[src/rtl/tmr16_pkg.sv]
package tmr16_pkg;

    typedef enum logic [1:0] {
        REG_CNT_LO = 2'd0,
        REG_CNT_HI = 2'd1,
        REG_CTRL   = 2'd2,
        REG_STAT   = 2'd3
    } reg_sel_e;

    localparam int CB_RUN  = 0;
    localparam int CB_EXT  = 1;
    localparam int CB_PS   = 2;
    localparam int SB_FLAG = 0;
    localparam int SB_IE   = 1;

endpackage

[src/rtl/tmr16_clkgen.sv]
module tmr16_clkgen #(
    parameter int PS_W = 2
) (
    input  logic            clk,
    input  logic            rst_n,
    input  logic            run,
    input  logic            ext_sel,
    input  logic [PS_W-1:0] ps,
    input  logic            tick_in,
    input  logic            ext_in,
    input  logic            pre_clr,
    output logic            inc
);
    localparam int PRE_W = (1 << PS_W) - 1;

    typedef struct packed {
        logic             ext_prev;
        logic [PRE_W-1:0] pre;
    } state_t;

    state_t state_d, state_q;
    logic [PRE_W:0]   div_n;
    logic [PRE_W-1:0] lim;
    logic             evt;

    always_comb begin
        state_d          = state_q;
        state_d.ext_prev = ext_in;
        div_n            = (PRE_W+1)'(1) << ps;
        lim              = PRE_W'(div_n - (PRE_W+1)'(1));
        evt              = run & (ext_sel ? (ext_in & ~state_q.ext_prev) : tick_in);
        inc              = 1'b0;
        if (pre_clr) begin
            state_d.pre = '0;
        end else if (evt) begin
            if (state_q.pre >= lim) begin
                inc         = 1'b1;
                state_d.pre = '0;
            end else begin
                state_d.pre = state_q.pre + 1'b1;
            end
        end
    end

    always_ff @(posedge clk) begin
        if (!rst_n) state_q <= '0;
        else        state_q <= state_d;
    end

    // A tick at division 1 must count at once
    assert_div1_R2: assert property (@(posedge clk) disable iff (!rst_n)
        (run && !ext_sel && ps == '0 && tick_in && !pre_clr) |-> inc);

    // A counting event without run never advances the phase
    assert_run_gate_R3: assert property (@(posedge clk) disable iff (!rst_n)
        (!run && !pre_clr) |=> $stable(state_q.pre));

endmodule

[src/rtl/tmr16_core.sv]
module tmr16_core #(
    parameter int BYTE_W = 8
) (
    input  logic                clk,
    input  logic                rst_n,
    input  logic                inc,
    input  logic                buf_mode,
    input  logic                trig,
    input  logic                wr_lo,
    input  logic                wr_hi,
    input  logic                rd_lo,
    input  logic                flag_clr,
    input  logic [BYTE_W-1:0]   wdata,
    output logic [2*BYTE_W-1:0] cnt,
    output logic [BYTE_W-1:0]   shadow,
    output logic                flag
);
    localparam int CNT_W = 2 * BYTE_W;

    typedef struct packed {
        logic [CNT_W-1:0]  cnt;
        logic [BYTE_W-1:0] shadow;
        logic              flag;
    } state_t;

    state_t state_d, state_q;
    logic hi_live, hi_shadow, wrap;

    always_comb begin
        state_d   = state_q;
        hi_live   = wr_hi & ~buf_mode;
        hi_shadow = wr_hi & buf_mode;
        wrap      = 1'b0;
        if (wr_lo) begin
            state_d.cnt[BYTE_W-1:0] = wdata;
            if (buf_mode) state_d.cnt[CNT_W-1:BYTE_W] = state_q.shadow;
        end else if (hi_live) begin
            state_d.cnt[CNT_W-1:BYTE_W] = wdata;
        end else if (trig) begin
            state_d.cnt = '0;
        end else if (inc) begin
            state_d.cnt = state_q.cnt + 1'b1;
            wrap        = (state_q.cnt == '1);
        end
        if (hi_shadow)
            state_d.shadow = wdata;
        else if (rd_lo && buf_mode)
            state_d.shadow = state_q.cnt[CNT_W-1:BYTE_W];
        if (wrap)
            state_d.flag = 1'b1;
        else if (flag_clr)
            state_d.flag = 1'b0;
    end

    always_ff @(posedge clk) begin
        if (!rst_n) state_q <= '0;
        else        state_q <= state_d;
    end

    assign cnt    = state_q.cnt;
    assign shadow = state_q.shadow;
    assign flag   = state_q.flag;

    assert_snap_R5: assert property (@(posedge clk) disable iff (!rst_n)
        (rd_lo && buf_mode && !wr_hi) |=> shadow == $past(cnt[CNT_W-1:BYTE_W]));

    assert_commit_R6: assert property (@(posedge clk) disable iff (!rst_n)
        (wr_lo && buf_mode) |=> cnt == {$past(shadow), $past(wdata)});

    assert_flag_src_R7: assert property (@(posedge clk) disable iff (!rst_n)
        $rose(flag) |-> ($past(cnt) == '1 && $past(inc)));

    assert_clear_R8: assert property (@(posedge clk) disable iff (!rst_n)
        (flag_clr && !(inc && cnt == '1)) |=> !flag);

    assert_trig_zero_R9: assert property (@(posedge clk) disable iff (!rst_n)
        (trig && !wr_lo && !(wr_hi && !buf_mode)) |=> (cnt == '0 && !$rose(flag)));

endmodule

[src/rtl/tmr16_periph.sv]
module tmr16_periph #(
    parameter int BYTE_W = 8,
    parameter int PS_W   = 2
) (
    input  logic              clk,
    input  logic              rst_n,
    input  logic [1:0]        bus_addr,
    input  logic              bus_wr,
    input  logic              bus_rd,
    input  logic [BYTE_W-1:0] bus_wdata,
    output logic [BYTE_W-1:0] bus_rdata,
    input  logic              tick_in,
    input  logic              ext_clk,
    input  logic              evt_trig,
    output logic              irq
);
    import tmr16_pkg::*;

    localparam int CNT_W   = 2 * BYTE_W;
    localparam int CB_TRIG = CB_PS + PS_W;
    localparam int CB_BUF  = BYTE_W - 1;

    typedef struct packed {
        logic              run;
        logic              ext_sel;
        logic [PS_W-1:0]   ps;
        logic              trig_en;
        logic              buf_mode;
        logic              ie;
        logic [BYTE_W-1:0] rdata;
    } state_t;

    state_t            state_d, state_q;
    reg_sel_e          sel;
    logic              wr_lo, wr_hi, wr_ctrl, wr_stat, rd_lo, rd_any;
    logic              inc, flag, trig_eff;
    logic [CNT_W-1:0]  cnt;
    logic [BYTE_W-1:0] shadow, rd_val;

    always_comb begin
        sel      = reg_sel_e'(bus_addr);
        wr_lo    = bus_wr && sel == REG_CNT_LO;
        wr_hi    = bus_wr && sel == REG_CNT_HI;
        wr_ctrl  = bus_wr && sel == REG_CTRL;
        wr_stat  = bus_wr && sel == REG_STAT;
        rd_any   = bus_rd && !bus_wr;
        rd_lo    = rd_any && sel == REG_CNT_LO;
        trig_eff = evt_trig && state_q.trig_en;

        rd_val = '0;
        unique case (sel)
            REG_CNT_LO: rd_val = cnt[BYTE_W-1:0];
            REG_CNT_HI: rd_val = state_q.buf_mode ? shadow : cnt[CNT_W-1:BYTE_W];
            REG_CTRL: begin
                rd_val[CB_RUN]           = state_q.run;
                rd_val[CB_EXT]           = state_q.ext_sel;
                rd_val[CB_PS +: PS_W]    = state_q.ps;
                rd_val[CB_TRIG]          = state_q.trig_en;
                rd_val[CB_BUF]           = state_q.buf_mode;
            end
            REG_STAT: begin
                rd_val[SB_FLAG] = flag;
                rd_val[SB_IE]   = state_q.ie;
            end
            default: rd_val = '0;
        endcase

        state_d = state_q;
        if (rd_any) state_d.rdata = rd_val;
        if (wr_ctrl) begin
            state_d.run      = bus_wdata[CB_RUN];
            state_d.ext_sel  = bus_wdata[CB_EXT];
            state_d.ps       = bus_wdata[CB_PS +: PS_W];
            state_d.trig_en  = bus_wdata[CB_TRIG];
            state_d.buf_mode = bus_wdata[CB_BUF];
        end
        if (wr_stat) state_d.ie = bus_wdata[SB_IE];
    end

    always_ff @(posedge clk) begin
        if (!rst_n) state_q <= '0;
        else        state_q <= state_d;
    end

    tmr16_clkgen #(.PS_W(PS_W)) i_clkgen (
        .clk     (clk),
        .rst_n   (rst_n),
        .run     (state_q.run),
        .ext_sel (state_q.ext_sel),
        .ps      (state_q.ps),
        .tick_in (tick_in),
        .ext_in  (ext_clk),
        .pre_clr (wr_lo),
        .inc     (inc)
    );

    tmr16_core #(.BYTE_W(BYTE_W)) i_core (
        .clk      (clk),
        .rst_n    (rst_n),
        .inc      (inc),
        .buf_mode (state_q.buf_mode),
        .trig     (trig_eff),
        .wr_lo    (wr_lo),
        .wr_hi    (wr_hi),
        .rd_lo    (rd_lo),
        .flag_clr (wr_stat && !bus_wdata[SB_FLAG]),
        .wdata    (bus_wdata),
        .cnt      (cnt),
        .shadow   (shadow),
        .flag     (flag)
    );

    assign bus_rdata = state_q.rdata;
    assign irq       = flag & state_q.ie;

    assert_hold_R3: assert property (@(posedge clk) disable iff (!rst_n)
        (!state_q.run && !wr_lo && !wr_hi && !trig_eff) |=> $stable(cnt));

    assert_wr_wins_R10: assert property (@(posedge clk) disable iff (!rst_n)
        (wr_lo && trig_eff) |=> cnt[BYTE_W-1:0] == $past(bus_wdata));

    assert_ext_only_R11: assert property (@(posedge clk) disable iff (!rst_n)
        (state_q.ext_sel && !ext_clk && !wr_lo && !wr_hi && !trig_eff) |=> $stable(cnt));

endmodule

[config.mk]
export PLATFORM = sky130hd
export DESIGN_NAME = tmr16_periph
export DESIGN_NICKNAME = d
export VERILOG_FILES = /design/src/rtl/tmr16_pkg.sv /design/src/rtl/tmr16_clkgen.sv /design/src/rtl/tmr16_core.sv /design/src/rtl/tmr16_periph.sv
export SDC_FILE = /design/constraint.sdc
export NUM_CORES = 1
export LEC_CHECK = 0
export BUFFER_PORTS_ARGS = -buffer_cell sky130_fd_sc_hd__buf_4
export CORE_ASPECT_RATIO = 0.9
export CORE_MARGIN = 5
export CORE_UTILIZATION = 59
export DETAILED_ROUTE_END_ITERATION = 6
export PLACE_DENSITY = 0.88
export REMOVE_ABC_BUFFERS = 1
export SYNTH_ARGS = -nofsm -noshare
export SYNTH_HDL_FRONTEND = slang
export SYNTH_SLANG_ARGS = --single-unit
[constraint.sdc]
create_clock -name clk -period 2.9 [get_ports clk]
set_input_delay 0.29 -clock clk [delete_from_list [all_inputs] [get_ports clk]]
set_output_delay 0.29 -clock clk [all_outputs]
set_load 0.05 [all_outputs]
### Yosys cells after proc, flatten, opt, wreduce, memory -nomap -nowiden

Cells that the tools add are included.

| storage, ports and cells | value |
|---|---|
| register bits after elaboration | 44 |
| input port bits | 17 |
| output and inout bits | 9 |
| word-level logic and storage cells | 72 |

| cells by class | value |
|---|---|
| $add $sub $neg | 3 |
| magnitude comparators | 1 |
| equal/unequal tests | 5 |
| shifts and indexed selects | 1 |
| muxes and demuxes | 23 |
| bitwise logic cells | 8 |
| reduce and logical (&&, ||, !) cells | 18 |

Operators by type and width:

| operator | number |
|---|---|
| 16-bit 2-to-1 mux | 3 |
| 8-bit 2-to-1 mux | 5 |
| 16-bit by 1-bit adder with 16-bit output, second input constant | 1 |
| 16-bit equality test, second input constant | 1 |
| 1-bit 2-to-1 mux | 10 |
| 1-bit logical AND | 9 |
| 3-bit case mux with 3 select lines | 1 |
| 2-bit case mux with 4 select lines | 1 |
| 1-bit AND | 5 |
| 2-bit equality test, second input constant | 2 |
| 2-bit case mux with 2 select lines | 1 |
| 2-bit nonzero test | 2 |
| 4-bit nonzero test | 1 |
| 3-bit by 1-bit adder with 3-bit output, second input constant | 1 |
| 3-bit >= comparator | 1 |
| 3-bit 2-to-1 mux | 1 |
| 1-bit inverter | 3 |
| 1-bit case mux with 3 select lines | 1 |
| 3-bit nonzero test | 1 |
| 1-bit by 2-bit left shift with 3-bit output, first input constant | 1 |
| 3-bit by 1-bit subtractor with 3-bit output, second input constant | 1 |
| 2-bit by 1-bit equality test with 1-bit output, second input constant | 1 |
| 1-bit logical NOT | 2 |
| 2-bit logical NOT | 1 |
| 3 further kinds | 3 |

### Depth between registers and ports, before layout

| depth | value |
|---|---|
| depth after elaboration | 11 |
| mapped depth | 7 |
| gate-level depth less buffers | 7 |

### Modules after synthesis

From an unflattened synthesis, not the netlist that was laid out.

| second synthesis, totals | value |
|---|---|
| cell total of the unflattened synthesis | 345 |
| area, all modules | 2839.0 µm² |

By module, submodules not included:

| module | times used | cells each | area an instance (µm²) | sequential area each (µm²) |
|---|---|---|---|---|
| tmr16_core | 1 | 212 | 1601.5 | 500.5 |
| tmr16_periph | 1 | 101 | 955.9 | 300.3 |
| tmr16_clkgen | 1 | 32 | 281.5 | 80.1 |

### Least setup slack after synthesis

No wires, ideal clock.

| timing | value |
|---|---|
| kind | reg-to-reg |
| from | register state_q[12] (netlist name) |
| to | register i_core.state_q, in the netlist i_core.cnt[9] |
| setup time | 0.074 ns |
| data arrival time | 2.078 ns |
| required time | 2.826 ns |
| setup slack | 0.747 ns |
| cell stages (with the launch flop) | 8 |
| buffers on the path | 0 |
| clock period less this slack | 2.153 ns |
| cell sequence | dfxtp_1 or2_2 ha_1 nor2b_1 o21ai_1 a21boi_4 or4_1 a31oi_1 |

| between the ends | value |
|---|---|
| longest elaborated chain between the ends | 7 |

RTL lines:

| item | RTL line | source |
|---|---|---|
| start: declaration | tmr16_periph.sv:33 | `state_t state_d, state_q;` |
| start signal: assignment | tmr16_periph.sv:82 | `else state_q <= state_d;` |
| 1-bit by 2-bit left shift with 3-bit output | tmr16_clkgen.sv:29 | `div_n = (PRE_W+1)'(1) << ps;` |
| 3-bit by 1-bit subtractor with 3-bit output | tmr16_clkgen.sv:30 | `lim = PRE_W'(div_n - (PRE_W+1)'(1));` |
| 3-bit >= comparator | tmr16_clkgen.sv:36 | `if (state_q.pre >= lim) begin` |
| 1-bit 2-to-1 mux | tmr16_clkgen.sv:36 |  |
| 1-bit 2-to-1 mux | tmr16_clkgen.sv:35 | `end else if (evt) begin` |
| 1-bit 2-to-1 mux | tmr16_clkgen.sv:33 | `if (pre_clr) begin` |
| 4-bit nonzero test (no line) | n/a |  |
| end signal: assignment | tmr16_core.sv:57 | `else state_q <= state_d;` |
| end: declaration | tmr16_core.sv:26 | `state_t state_d, state_q;` |

Every way passes these cells.
A chain may end at the register's enable or synchronous reset.

### Worst setup path in the final report

| timing | value |
|---|---|
| from | register state_q[12] (netlist name) |
| to | register i_core.state_q, in the netlist i_core.cnt[8] |

The elaborated chain is that of the path after synthesis.

==> results.yml <==
final_layout:
  drive_above_1_share: 0.1429
  fillers: 388
  synthToLayoutAreaGrowth_pct: 8.090
  final_nets: 364
  n_antenna_cell: 0
  utilization: 0.6660
critical_path:
  rr_startpoint: "state_q[12]"
  crit_type: "register to register"
  rr_endpoint: "i_core.cnt[8]"
  startpoint_type: "register"
  critPathRequiredTime_ns: 3.12
  path_max_fanout: 9
  crit_path_end_kind: "register"
  rrSetupSlack_ns: 0.61
  startpoint: "state_q[12]"
  arrival_ns: 2.50
  rr_worst_depth: 7
pwr:
  p_int_mw: 0.9619
  clock_power_share: 0.351
  leakage_nw: 1.127
  peakVddDrop_mv: 0.2746
  pwr-share-comb: 0.160
  switching_share: 0.2765
  p_per_area_nw_per_um2: 441.8
  p_sw_mw: 0.3676
  seqPwrFrac: 0.490
  total_power_mw: 1.330
synthesis:
  syn_inst: 338
  ys_seq_area_frac: 0.3164
  synth_most_common_cell: "dfxtp_1"
  synth_area_um2: 2784
  synthFlopType: "dfxtp_1"
  ys_top_cells_by_area: "dfxtp_1 (32%), mux2i_1 (5.8%), nor2_1 (4.7%)"
  synth.distinct_cells: 65
  synth_edf_count: 0
  synth_area_per_cell_um2: 8.236
  synth_common_cells: "dfxtp_1 (44), nor2_1 (35), a21oi_1 (25)"
  yosysTopAreaCellShare: 0.3164
  ys_seq_elements: 44
  synth_warnings: 0
  synthArstFlopShare: 0
  yosysTopAreaCell: "dfxtp_1"
clocking:
  post_cts_buffers: 0
  h-tree-depth: 2
  clk_path_buf_depth: 2
  clock_sinks: 44
  cts_made_buffers: 5
  clkLatencyLatePin_ns: 0.30
  path_clk_slew_ns: 0.08
  tritoncts: "yes"
  cts_resized: 0
  holdBufCountCts: 0
  root_buffer: "clkbuf_8"
global_routing:
  grt_pass1_wl_um: 12910
  grt_pass1_vias: 2626
  antenna_found_initial: 0
  overflow: 0
  grt_use_total: 0.2722
  grt_max_degree: 35
die:
  die_w_um: 82.41
  die_h_um: 75.17
  initial_utilization: 0.6162
  boundaryPins: 26
  fp.coreArea_um2: 4518
  row_count: 23
  dieArea_um2: 6194
place:
  gp_congestion: 0.9750
  dp_hpwl_um: 5544
  dp_slack_ns: 0.6910
  io_buffers: 25
timing:
  hold_viol: 0
  timing.slew.headroom: 0.3557
  setup_tns_ns: 0
  period_share: 0.7885
  fin_ws_ns: 0.6134
  worst_hold_slack_ns: 0.2049
  setup_viol: 0
  post-route-min-period_ns: 2.287
  tightest_slew_ns: 0.9640
  fin_worst_skew_ns: 0.01040
  rsz0062_at_grt: "false"
  drv_slew: 0
  max_freq_ghz: 0.4373
routing:
  antenna_left: 0
  routed_wl_um: 7808
  routedLengthMet1_um: 3274
  met2WireLength_um: 3360
  top_layer_used: "met4"
  wl_per_cell_um: 19.28
  vias: 2799
  drt_first_iter_violations: 311
  met3_wirelength_um: 927
  drc_errors: 0
  dr.pass1.iters: 6
  via_per_inst: 6.911
worst_hold_path:
  min_to: "i_clkgen.state_q[3]"
  min_path_cells: 2
  hold_path.class: "primary input to register"
  hp-start: "ext_clk"
run:
  max_cap_viol_count: 0
outcome:
  status: "complete, no violations"
-- power by group through the flow --
stage                     registers, mW  logic (mW)  clock network [mW]
after floorplan                   0.672       0.110                   0
after global placement            0.662       0.202                   0
after detailed placement          0.663       0.206                   0
after CTS                         0.649       0.208               0.469
after global routing              0.654       0.230               0.502
final                             0.651       0.212               0.466
-- layout by cell type, fill, tap and decap left out, drive strengths merged, types with 3 or more instances in the layout --
master | netlist | final
dfxtp | 44 | 44
nor2 | 35 | 35
buf | 19 | 30
a21oi | 25 | 25
nand2 | 23 | 23
o21ai | 20 | 20
mux2i | 16 | 16
nand3 | 15 | 15
nor3 | 8 | 8
a222oi | 8 | 8
inv | 7 | 7
a31oi | 7 | 7
nor2b | 6 | 6
nand3b | 6 | 6
clkbuf | 14 | 6
o211ai | 5 | 5
ha | 5 | 5
and3 | 4 | 4
nand4 | 4 | 4
a22oi | 4 | 4
or4 | 4 | 4
and2 | 3 | 3
o22ai | 3 | 3
xnor2 | 3 | 3
o221ai | 3 | 3
mux2 | 3 | 3
o211a | 3 | 3
-- state kept, by name (all words and copies together), names as in the netlist --
name              cells
i_clkgen.state_q      4
i_core.cnt           16
state_q               7
i_core.shadow         8
i_core.flag           1
bus_rdata             8
-- kinds of logic after synthesis --
kind of cell	count (synthesis)	share of synthesized area
multiplexers	21	0.08584
flip-flops	44	0.3164
XOR/XNOR	5	0.01573
AO/OA/AOI/OAI	100	0.2499
AND/OR/NAND/NOR	122	0.2324
buffers and inverters	41	0.07730
adder cells (fa/ha/maj)	5	0.02247
-- stage by stage --
step | cells | area [um^2]
after floorplan | 305 | 2599
after global placement | 397 | 2902
after detailed placement | 397 | 2902
after CTS | 405 | 3009
after global routing | 405 | 3009
final | 405 | 3009
-- how the worst max path moves through the flow --
stage / cells past startpoint / endpoint / slack [ns]
final: 7 / i_core.cnt[8] / 0.61
after global routing: 7 / i_core.cnt[12] / 0.53
after CTS: 7 / i_core.cnt[8] / 0.67
after detailed placement: 7 / i_core.cnt[8] / 0.69
after global placement: 7 / i_core.cnt[12] / 0.79
after floorplan: 7 / i_core.cnt[9] / 0.73
-- layer usage --
layer / track usage / up-vias
li1: - / 1267
met1: 0.3735 / 1310
met2: 0.4021 / 194
met3: 0.07416 / 28
met4: 0.1144 / 0
met5: 0 / -
-- worst max-delay path, stage by stage (launching register included) --
cell	delay [ns]
dfxtp_1	0.35
or2_2	0.31
ha_1	0.28
nor2b_1	0.05
o21a_1	0.24
o21ai_1	0.56
o211ai_1	0.21
o21ai_0	0.21
-- final cells by class --
cell class | instances | area, um^2 | area share
clock inverter | 2 | 35.03 | 0.01164
sequential | 44 | 880.8 | 0.2927
multi-input combinational | 253 | 1688 | 0.5609
inverter | 8 | 30.03 | 0.009979
tap | 62 | 77.57 | 0.02578
clock buffer | 6 | 72.57 | 0.02412
timing repair buffer | 30 | 225.2 | 0.07484
Note: power is estimated with default switching activity, not from simulation.
